[config.mk]
export PLATFORM = sky130hd
export DESIGN_NAME = crt_table
export DESIGN_NICKNAME = d
export VERILOG_FILES = /design/src/rtl/crt_pkg.sv /design/src/rtl/crt_match.sv /design/src/rtl/crt_watchdog.sv /design/src/rtl/crt_table.sv
export SDC_FILE = /design/constraint.sdc
export NUM_CORES = 2
export LEC_CHECK = 0
export BUFFER_PORTS_ARGS = -buffer_cell sky130_fd_sc_hd__buf_2
export CAP_MARGIN = 20
export CELL_PAD_IN_SITES_DETAIL_PLACEMENT = 1
export CELL_PAD_IN_SITES_GLOBAL_PLACEMENT = 1
export CORE_ASPECT_RATIO = 0.8
export CORE_MARGIN = 10
export CORE_UTILIZATION = 45
export DETAILED_ROUTE_END_ITERATION = 16
export PLACE_DENSITY_LB_ADDON = 0.05
export SYNTH_ARGS = -nofsm -noshare
export SYNTH_HDL_FRONTEND = slang
export SYNTH_SLANG_ARGS = --single-unit
[constraint.sdc]
create_clock -name clk -period 5.65 [get_ports clk]
set_input_delay 0.2825 -clock clk [delete_from_list [all_inputs] [get_ports clk]]
set_output_delay 0.2825 -clock clk [all_outputs]
set_load 0.01 [all_outputs]
[src/rtl/crt_pkg.sv]
// Shared kind codes, drain state type and kind classification helper.
// Assumes kinds are 3-bit codes; everything that is not a load or fetch
// is treated as store-class.
package crt_pkg;
    localparam logic [2:0] KIND_LOAD  = 3'd0;
    localparam logic [2:0] KIND_FETCH = 3'd1;
    localparam logic [2:0] KIND_STORE = 3'd2;
    localparam logic [2:0] KIND_LKRD  = 3'd3;
    localparam logic [2:0] KIND_LKWR  = 3'd4;

    typedef enum logic {ST_IDLE, ST_DRAIN} crt_state_e;

    function automatic logic is_store_class(input logic [2:0] k);
        return !(k == KIND_LOAD || k == KIND_FETCH);
    endfunction
endpackage

[src/rtl/crt_match.sv]
// Associative lookup: finds the valid entry whose line tag equals the key.
// Assumes at most one valid entry per line (the table guarantees it).
module crt_match #(
    parameter int N  = 4,
    parameter int LW = 8,
    parameter int IW = 2
) (
    input  logic [N-1:0]         ent_v,
    input  logic [N-1:0][LW-1:0] ent_tag,
    input  logic [LW-1:0]        key,
    output logic                 hit,
    output logic [IW-1:0]        hit_idx
);
    // lowest-index match wins
    always_comb begin
        hit     = 1'b0;
        hit_idx = '0;
        for (int i = 0; i < N; i++) begin
            if (!hit && ent_v[i] && ent_tag[i] == key) begin
                hit     = 1'b1;
                hit_idx = IW'(i);
            end
        end
    end
endmodule

[src/rtl/crt_watchdog.sv]
// Age scan over every queue slot. A slot is occupied when its distance
// from the entry's head pointer is below the entry's count. Assumes D is
// a power of two and that ages fit in TW bits of modular arithmetic.
module crt_watchdog #(
    parameter int N   = 4,
    parameter int D   = 4,
    parameter int TW  = 16,
    parameter int LIM = 1000,
    parameter int PW  = 2,
    parameter int CW  = 3
) (
    input  logic [N-1:0]          ent_v,
    input  logic [N-1:0][PW-1:0]  ent_hd,
    input  logic [N-1:0][CW-1:0]  ent_cnt,
    input  logic [N*D-1:0][TW-1:0] slot_ts,
    input  logic [TW-1:0]         now,
    output logic                  over
);
    logic [N*D-1:0] old_slot;

    for (genvar e = 0; e < N; e++) begin : g_ent
        for (genvar s = 0; s < D; s++) begin : g_slot
            logic [PW-1:0] rel;
            logic [TW-1:0] age;
            // occupancy and age test for one slot
            assign rel = PW'(s) - ent_hd[e];
            assign age = now - slot_ts[e*D+s];
            assign old_slot[e*D+s] = ent_v[e] && (CW'(rel) < ent_cnt[e])
                                     && (age >= TW'(LIM));
        end
    end

    assign over = |old_slot;
endmodule

[src/rtl/crt_table.sv]
// Outstanding request table with per-line coalescing queues.
// Accepts one request per cycle when no drain runs. It sends only the
// request that finds its queue empty and queues the rest. A response
// starts a drain that handles one queue slot per cycle. Assumes
// NUM_LINES and QDEPTH are powers of two (at least 2), and that at most
// one downstream transaction per line is open at a time. A response for
// a line with no entry is dropped.
module crt_table
    import crt_pkg::*;
#(
    parameter int LINE_W    = 8,
    parameter int ID_W      = 4,
    parameter int TS_W      = 16,
    parameter int NUM_LINES = 4,
    parameter int QDEPTH    = 4,
    parameter int STUCK_LIM = 1000
) (
    input  logic              clk,
    input  logic              rst_n,
    input  logic              req_valid,
    output logic              req_ready,
    input  logic [LINE_W-1:0] req_line,
    input  logic [2:0]        req_kind,
    input  logic [2:0]        req_sub,
    input  logic [ID_W-1:0]   req_id,
    output logic              req_refused,
    output logic              dn_valid,
    output logic [LINE_W-1:0] dn_line,
    output logic [2:0]        dn_sub,
    output logic [ID_W-1:0]   dn_id,
    input  logic              rsp_valid,
    output logic              rsp_ready,
    input  logic [LINE_W-1:0] rsp_line,
    input  logic              rsp_write,
    input  logic [TS_W-1:0]   rsp_t0,
    output logic              cpl_valid,
    output logic [ID_W-1:0]   cpl_id,
    output logic [2:0]        cpl_kind,
    output logic              cpl_lead,
    output logic [TS_W-1:0]   cpl_lat,
    output logic [$clog2(NUM_LINES*QDEPTH+1)-1:0] outstanding,
    output logic              idle,
    output logic              stuck
);
    localparam int EW = $clog2(NUM_LINES);
    localparam int PW = $clog2(QDEPTH);
    localparam int CW = $clog2(QDEPTH+1);
    localparam int NS = NUM_LINES*QDEPTH;
    localparam int SW = EW+PW;
    localparam int OW = $clog2(NS+1);

    // line entries
    logic [NUM_LINES-1:0]             ent_v, ent_lock;
    logic [NUM_LINES-1:0][LINE_W-1:0] ent_line;
    logic [NUM_LINES-1:0][PW-1:0]     ent_hd;
    logic [NUM_LINES-1:0][CW-1:0]     ent_cnt;
    // queue slots, index {entry, slot}
    logic [2:0]        s_kind [NS];
    logic [2:0]        s_sub  [NS];
    logic [ID_W-1:0]   s_id   [NS];
    logic [NS-1:0][TS_W-1:0] s_ts;

    crt_state_e      st;
    logic [EW-1:0]   d_e;
    logic            d_wr, d_first;
    logic [TS_W-1:0] d_t0, cyc;

    logic          lk_hit, rs_hit, fr_ok, refuse_c, room, acc, wd_over;
    logic [EW-1:0] lk_idx, rs_idx, fr_idx, tgt;
    logic [PW-1:0] tail;
    logic [SW-1:0] wsl, hsl;
    logic          lock_nx;

    crt_match #(.N(NUM_LINES), .LW(LINE_W), .IW(EW)) u_req_match (
        .ent_v(ent_v), .ent_tag(ent_line), .key(req_line),
        .hit(lk_hit), .hit_idx(lk_idx));

    crt_match #(.N(NUM_LINES), .LW(LINE_W), .IW(EW)) u_rsp_match (
        .ent_v(ent_v), .ent_tag(ent_line), .key(rsp_line),
        .hit(rs_hit), .hit_idx(rs_idx));

    crt_watchdog #(.N(NUM_LINES), .D(QDEPTH), .TW(TS_W), .LIM(STUCK_LIM),
                   .PW(PW), .CW(CW)) u_wd (
        .ent_v(ent_v), .ent_hd(ent_hd), .ent_cnt(ent_cnt),
        .slot_ts(s_ts), .now(cyc), .over(wd_over));

    // lowest free entry for a line seen for the first time
    always_comb begin
        fr_ok  = 1'b0;
        fr_idx = '0;
        for (int i = 0; i < NUM_LINES; i++) begin
            if (!fr_ok && !ent_v[i]) begin
                fr_ok  = 1'b1;
                fr_idx = EW'(i);
            end
        end
    end

    // accept-side decisions: refusal, room, write slot
    always_comb begin
        refuse_c    = req_valid && lk_hit && ent_lock[lk_idx] && req_kind != KIND_LKWR;
        room        = lk_hit ? (ent_cnt[lk_idx] < CW'(QDEPTH)) : fr_ok;
        rsp_ready   = (st == ST_IDLE);
        req_ready   = (st == ST_IDLE) && !rsp_valid && (refuse_c || room);
        req_refused = req_valid && req_ready && refuse_c;
        acc         = req_valid && req_ready && !refuse_c;
        tgt         = lk_hit ? lk_idx : fr_idx;
        tail        = lk_hit ? ent_hd[lk_idx] + PW'(ent_cnt[lk_idx]) : '0;
        wsl         = {tgt, tail};
        hsl         = {d_e, ent_hd[d_e]};
        lock_nx     = (s_kind[hsl] == KIND_LKRD) ? 1'b1 :
                      (s_kind[hsl] == KIND_LKWR) ? 1'b0 : ent_lock[d_e];
    end

    assign outstanding = OW'(0) + outstanding_q;
    logic [OW-1:0] outstanding_q;
    assign idle = ~|ent_v;

    // table state, accept path, drain sequencer and output pulses
    always_ff @(posedge clk) begin
        if (!rst_n) begin
            ent_v <= '0; ent_lock <= '0; ent_line <= '0;
            ent_hd <= '0; ent_cnt <= '0; s_ts <= '0;
            for (int i = 0; i < NS; i++) begin
                s_kind[i] <= '0; s_sub[i] <= '0; s_id[i] <= '0;
            end
            st <= ST_IDLE; d_e <= '0; d_wr <= 1'b0; d_first <= 1'b0; d_t0 <= '0;
            cyc <= '0; stuck <= 1'b0; outstanding_q <= '0;
            dn_valid <= 1'b0; dn_line <= '0; dn_sub <= '0; dn_id <= '0;
            cpl_valid <= 1'b0; cpl_id <= '0; cpl_kind <= '0;
            cpl_lead <= 1'b0; cpl_lat <= '0;
        end else begin
            cyc       <= cyc + 1'b1;
            dn_valid  <= 1'b0;
            cpl_valid <= 1'b0;
            if (wd_over) stuck <= 1'b1;
            if (acc) begin
                if (!lk_hit) begin
                    ent_v[tgt]    <= 1'b1;
                    ent_lock[tgt] <= 1'b0;
                    ent_line[tgt] <= req_line;
                    ent_hd[tgt]   <= '0;
                end
                s_kind[wsl]   <= req_kind;
                s_sub[wsl]    <= req_sub;
                s_id[wsl]     <= req_id;
                s_ts[wsl]     <= cyc;
                ent_cnt[tgt]  <= (lk_hit ? ent_cnt[tgt] : CW'(0)) + 1'b1;
                outstanding_q <= outstanding_q + 1'b1;
                if (!lk_hit || ent_cnt[tgt] == '0) begin
                    dn_valid <= 1'b1;
                    dn_line  <= req_line;
                    dn_sub   <= req_sub;
                    dn_id    <= req_id;
                end
            end
            case (st)
                ST_IDLE: if (rsp_valid && rs_hit) begin
                    st      <= ST_DRAIN;
                    d_e     <= rs_idx;
                    d_wr    <= rsp_write;
                    d_t0    <= rsp_t0;
                    d_first <= 1'b1;
                end
                ST_DRAIN: begin
                    if (ent_cnt[d_e] == '0) begin
                        st <= ST_IDLE;
                        if (!ent_lock[d_e]) ent_v[d_e] <= 1'b0;
                    end else if (!d_wr && is_store_class(s_kind[hsl])) begin
                        dn_valid <= 1'b1;
                        dn_line  <= ent_line[d_e];
                        dn_sub   <= s_sub[hsl];
                        dn_id    <= s_id[hsl];
                        st       <= ST_IDLE;
                    end else begin
                        cpl_valid     <= 1'b1;
                        cpl_id        <= s_id[hsl];
                        cpl_kind      <= s_kind[hsl];
                        cpl_lead      <= d_first;
                        cpl_lat       <= (!d_first || d_t0 < s_ts[hsl]) ? '0
                                         : cyc - s_ts[hsl];
                        ent_hd[d_e]   <= ent_hd[d_e] + 1'b1;
                        ent_cnt[d_e]  <= ent_cnt[d_e] - 1'b1;
                        ent_lock[d_e] <= lock_nx;
                        outstanding_q <= outstanding_q - 1'b1;
                        d_first       <= 1'b0;
                        if (ent_cnt[d_e] == CW'(1)) begin
                            st <= ST_IDLE;
                            if (!lock_nx) ent_v[d_e] <= 1'b0;
                        end
                    end
                end
                default: st <= ST_IDLE;
            endcase
        end
    end
endmodule

-- Word level (Yosys, flattened, before mapping)
Memory sizes are Yosys's and may differ from the RTL's.
Index checks and enable logic that the tools add are counted.
- register bits: 400
- latch bits: 0
- RAM bits: 160
- memory bits (read-only): 0
- input port bits: 47
- output and inout port bits: 51
- memories: 3
- memory list (memory ; words ; width ; read ports ; clocked after memory_dff ; write ports ; line ; text):
    s_id ; 16 ; 4 ; 1 ; 0 ; 16 ; crt_table.sv:60 ; logic [ID_W-1:0] s_id [NS];
    s_kind ; 16 ; 3 ; 1 ; 0 ; 16 ; crt_table.sv:58 ; logic [2:0] s_kind [NS];
    s_sub ; 16 ; 3 ; 1 ; 0 ; 16 ; crt_table.sv:59 ; logic [2:0] s_sub [NS];
- add/sub/neg operators: 40
- $mul: 0
- div/mod/pow operators: 0
- order comparisons: 42
- eq/ne operators: 16
- shift operators: 0
- multiplexer cells: 141
- bitwise operators: 12
- reduce and logical (&&, ||, !) cells: 97
- operators by type and width (operator ; number):
    $sub 16x16->16 ; 17
    $bwmux 256 ; 1
    $ge 16x10->1 const B ; 16
    $mux 8 ; 13
    $mux 4 ; 24
    $bmux 16 s4 ; 1
    $demux 16 s4 ; 1
    $eq 8x8->1 ; 8
    $logic_and 1x1->1 ; 62
    $mux 12 ; 5
    $lt 2x3->1 ; 16
    $mux 16 ; 3
    $mux 1 ; 42
    $mux 3 ; 13
    $bwmux 32 ; 1
    $bwmux 12 ; 2
    $mux 2 ; 12
    $mux 5 ; 4
    $bmux 3 s2 ; 3
    $logic_not 1->1 ; 18
    $add 16x1->16 const B ; 1
    $bmux 8 s2 ; 1
    $demux 8 s2 ; 1
    $lt 16x16->1 ; 1
    other kinds (40) ; 82

-- Longest topological paths before layout
- depth in word-level cells: 31
- gate-level depth with buffers: 22
- mapped depth without buffers: 17

-- Hierarchy
A second synthesis with hierarchy kept.
- cell total of the unflattened synthesis: 4117
- area, all modules: 38612.0 µm²
- modules (own cells, without submodules) (module ; instances ; cells each ; area each (µm²) ; sequential area each (µm²)):
    crt_table ; 1 ; 2028 ; 24428.4 ; 12812.3
    crt_watchdog ; 1 ; 1981 ; 13355.3 ; 0.0
    crt_match ; 2 ; 54 ; 414.1 ; 0.0

-- Least setup slack after synthesis
OpenSTA, ideal clock, no wires.
- path type: register -> register
- from: reg d_e[1]
- to: reg cpl_lat[15]
- setup time: 0.117 ns
- arrival time: 5.518 ns
- data required time: 5.533 ns
- path slack: 0.015 ns
- stages on the path, launching flop included: 23
- buffers on the path: 7
- cell sequence: dfxtp_1 > buf_6 > mux4_2 > buf_6 > buf_6 > buf_1 > buf_1 > clkbuf_1 > clkbuf_1 > mux4_2 > mux4_2 > inv_1 > ha_1 > nor2b_1 > o21a_1 > o21ai_0 > a21oi_1 > a41oi_1 > a211oi_1 > a211o_1 > a21oi_1 > xnor3_1 > a22o_1
- word-level cells in the longest chain between the ends: 9
- elaborated cells on any way between the ends: 20
- ends and longest elaborated chain (item ; line ; text):
    start, declared ; crt_table.sv:64 ; logic [EW-1:0] d_e;
    start signal, assigned ; crt_table.sv:160 ; d_e <= rs_idx;
    parallel branches: the longest is 9 deep, another holds $lt 16x16->1 ; -- ;
    end signal, assigned ; crt_table.sv:180 ; cpl_lat <= (!d_first || d_t0 < s_ts[hsl]) ? '0
    end, declared ; crt_table.sv:40 ; output logic [TS_W-1:0] cpl_lat,
Several ways; the timed one is not identified. The select of a mux whose other input is x is not followed.
A chain may end at the register's enable or synchronous reset.

-- Final worst setup path
- from: reg ent_hd[7] (netlist bit)
- to: reg cpl_lat[7]
- word-level cells in the longest chain between the ends: 9
- elaborated cells on any way between the ends: 16
- ends and longest elaborated chain (item ; line ; text):
    start, declared ; crt_table.sv:55 ; logic [NUM_LINES-1:0][PW-1:0] ent_hd;
    start signal, assigned by index ; crt_table.sv:182 ; ent_hd[d_e] <= ent_hd[d_e] + 1'b1;
    $bmux 2 s2 * ; crt_table.sv:110 ; hsl = {d_e, ent_hd[d_e]};
    $mux 2 (implied by the code) * ; crt_table.sv:110 ;
    parallel branches: the longest is 7 deep, another holds $lt 16x16->1 ; -- ;
Mark *: on every way between the ends. The select of a mux whose other input is x is not followed.

==> out/results.tsv <==
metric	value	unit
Setup crit end	cpl_lat[7]	
Post-synth EDFFs	160	
IO Count	98	
die footprint	96810	µm²
Rel. slew slack	20.18	%
gpl congestion	0.9458	
H-tree Lvls	2	
Least-Margin Pin Slew	1185	ps
Worst Slack Setup Final	571.8	ps
Post-DP HPWL	109.1	mm
final hold viol count	0	
Adder-Cell Fraction of Synth Area	10.54	%
Critical Path RT	6180	ps
standard-cell row count	95	
first-pass GRT wire length	216.5	mm
post-DR vias/cell	6.328	
Final min period	5078	ps
endpoint type of the worst setup path	flop	
Seq cells post-synth	560	
RSZ-0062 raised after global routing	no	
peak supply drop	0.0002301	V
share of cells above drive strength 1	12.10	%
Routed Antenna Nets	0	
fmax	196.9	MHz
Pleak	16.83	nW
Total GRT Usage	28.82	%
Initial DRC Count	3253	
Reg-to-Reg Start	ent_hd[7]	
Post-Synth XOR/XNOR Area	4.540	%
Mapped Nets	4420	
Post-Place Worst Slack	659.4	ps
post-synthesis mux area share	11.11	%
crit path from	ent_hd[7]	
TNS Setup	0	ps
Syn-to-layout area delta	11.42	%
clk buf depth	3	
Max Cap Viol	0	
clk_lat worst skew	680	ps
Worst Path Max Fanout	23	
fillcell total	9513	
FF-to-FF path depth	16	
Yosys top cell area share	21.01	%
Seq/Total Area, Yosys	33.62	%
via count	33576	
Die Wd	345.4	µm
WL/cell	27.35	µm
Crit Path Class	reg -> reg	
Yosys top cell by area	dfxtp_1	
Avg Inst Size Synth	9.383	µm²
asr flop ratio synth	0	%
TritonCTS Buffers	59	
yosys warns	0	
largest family of logic cells by synthesized area	compound AO/OA/AOI/OAI gates	
GRT overflow	0	
area of the core	84040	µm²
cell area power density	224.9	nW/µm²
reg-to-reg slack, setup	570	ps
CTS Root Cell	clkbuf_16	
pin count of the biggest net entering global routing	60	
reg-to-reg endpoint	cpl_lat[7]	
drt pass-1 iters	5	
Worst Path Arrival	5610	ps
Clock transition at path regs	70	ps
Post-Syn Area	38110	µm²
crit path launch type	flop	
Clock Sinks	560	
Final Setup Violations	0	
Slew Viols, Final	0	
Initial Utilization	45.35	%
most instantiated library cell after synthesis	dfxtp_1	
Final #Nets	4500	
Worst Skew	29.30	ps
Tcrit/Tclk final	89.88	%
port bufs	97	
status	finished, final reports clean	
Yosys cell types	81	
top cells by count, synth	400 x dfxtp_1, 347 x inv_1, 294 x ha_1, 270 x nor2_1, 245 x a21oi_1	
worst hold-check path type	in -> reg	
Die Ht	280.3	µm
vias in the first global route	32739	
Post-Synth Simple-Gate Area	14.98	%
top post-synthesis cells by area	dfxtp_1 21%, edfxtp_1 13%, ha_1 9.7%, mux4_2 8.3%, a22o_1 5.6%	
CTS tree	yes	
drc violations	0	
compound-cell area share of the yosys netlist	19.68	%
cells after synthesis	4062	
routed wire length	145.1	mm
prevailing post-synth register cell	dfxtp_1	
number of antenna violations at the first check in global routing	7	
## flip-flops by register name, indices dropped and copies added, names as in the netlist, 4 cells and up
name / count
ent_line: 32
s_id: 64
dn_id: 4
dn_line: 8
ent_hd: 8
ent_lock: 4
ent_cnt: 12
cpl_id: 4
cpl_lat: 16
s_kind: 48
s_ts: 256
s_sub: 48
ent_v: 4
outstanding_q: 5
cyc: 16
d_t0: 16
## routing by layer
layer | wire length [µm] | GRT usage (%) | vias to the layer above
li1 | - | - | 15137
met1 | 70140 | 43.80 | 16977
met2 | 59370 | 41.41 | 1279
met3 | 12170 | 5.238 | 177
met4 | 3405 | 6.875 | 6
met5 | 44 | 0 | -
## power by group
group | switching [mW] | leakage, nW | total [mW] | internal, mW
clock network | 1.81 | 1.03 | 4.35 | 2.53
registers | 0.0366 | 4.89 | 4.22 | 4.18
logic | 0.605 | 10.9 | 0.983 | 0.378
## logic make-up (layout without fill, tap and decap cells)
group | count (synthesis) | count (layout)
simple gates | 1131 | 1131
compound gates | 1067 | 1067
flops | 560 | 560
buf+inv | 550 | 678
fa+ha+maj | 311 | 311
mux | 247 | 247
xor+xnor | 196 | 196
other cells | 0 | 1
## worst max-delay path, stage by stage, from the launching register on
cell and delay [ps]:
dfxtp_1 400, mux4_4 910, buf_4 350, mux4_2 390, mux4_2 490, inv_1 100, ha_1 240, a21o_1 180
a21o_1 170, a21o_1 170, a21o_1 160, a21o_1 170, a21o_1 170, a221o_1 400, and3_1 240, inv_1 220
o21ai_0 130
## layout make-up
type / count / area (µm²) / share of cell area, %
Antenna cell: 1 / 2.502 / 0.005893
Multi-Input combinational cell: 2952 / 23260 / 54.78
Inverter: 348 / 1309 / 3.082
Timing Repair Buffer: 221 / 1541 / 3.630
Tap cell: 1115 / 1395 / 3.285
Clock inverter: 29 / 496.7 / 1.170
Sequential cell: 560 / 12830 / 30.22
Clock buffer: 80 / 1625 / 3.827
## repair_timing
action	CTS	global route
setup buffers	0	0
resized for setup	0	0
endpoints found under the hold margin	39	0
hold buffers	25	0
## stage by stage
stage               cell area (µm²)  std cells  utilization, %  power [mW]  hold slack, ps
global placement              40090       5171           47.71       5.246           445.6
finish                        42470       5306           50.53       9.551           127.7
CTS                           42460       5305           50.53       9.569           88.26
detailed placement            40090       5171           47.71       5.255           447.0
floorplan                     38110       4062               -       4.918           429.7
global route                  42460       5305           50.53       9.831           151.8
## worst min path at each step
stage | from | end | slack (ps) | depth (start not counted)
after floorplan | rsp_t0[0] | d_t0[0] | 430 | 2
after global placement | cpl_id[1] | cpl_id[1] | 450 | 2
after detailed placement | cpl_id[1] | cpl_id[1] | 450 | 2
after CTS | req_id[1] | dn_id[1] | 90 | 3
after global routing | req_id[3] | dn_id[3] | 150 | 3
final | req_id[1] | dn_id[1] | 130 | 3
## cell usage in the layout, fill, tap and decap left out, types with 19 or more instances in the layout
master,n
and3_1,37
nand2_1,234
or3_1,33
dlygate4sd3_1,25
a31oi_1,19
and2_1,169
mux2i_1,98
clkbuf_16,59
inv_1,346
a211oi_1,38
mux4_2,138
nor2b_1,36
xor2_1,86
xnor2_1,109
nor4_1,29
nor3_1,85
o31ai_1,22
nor2_1,254
a22o_1,244
buf_2,97
a21o_1,44
nand3_1,86
dfxtp_1,384
buf_4,94
ha_1,294
nand4_1,28
nand2b_1,46
o22ai_1,24
o21ai_0,161
o21a_1,42
edfxtp_1,160
a21oi_1,244
Power figures use the tool's default switching activity.
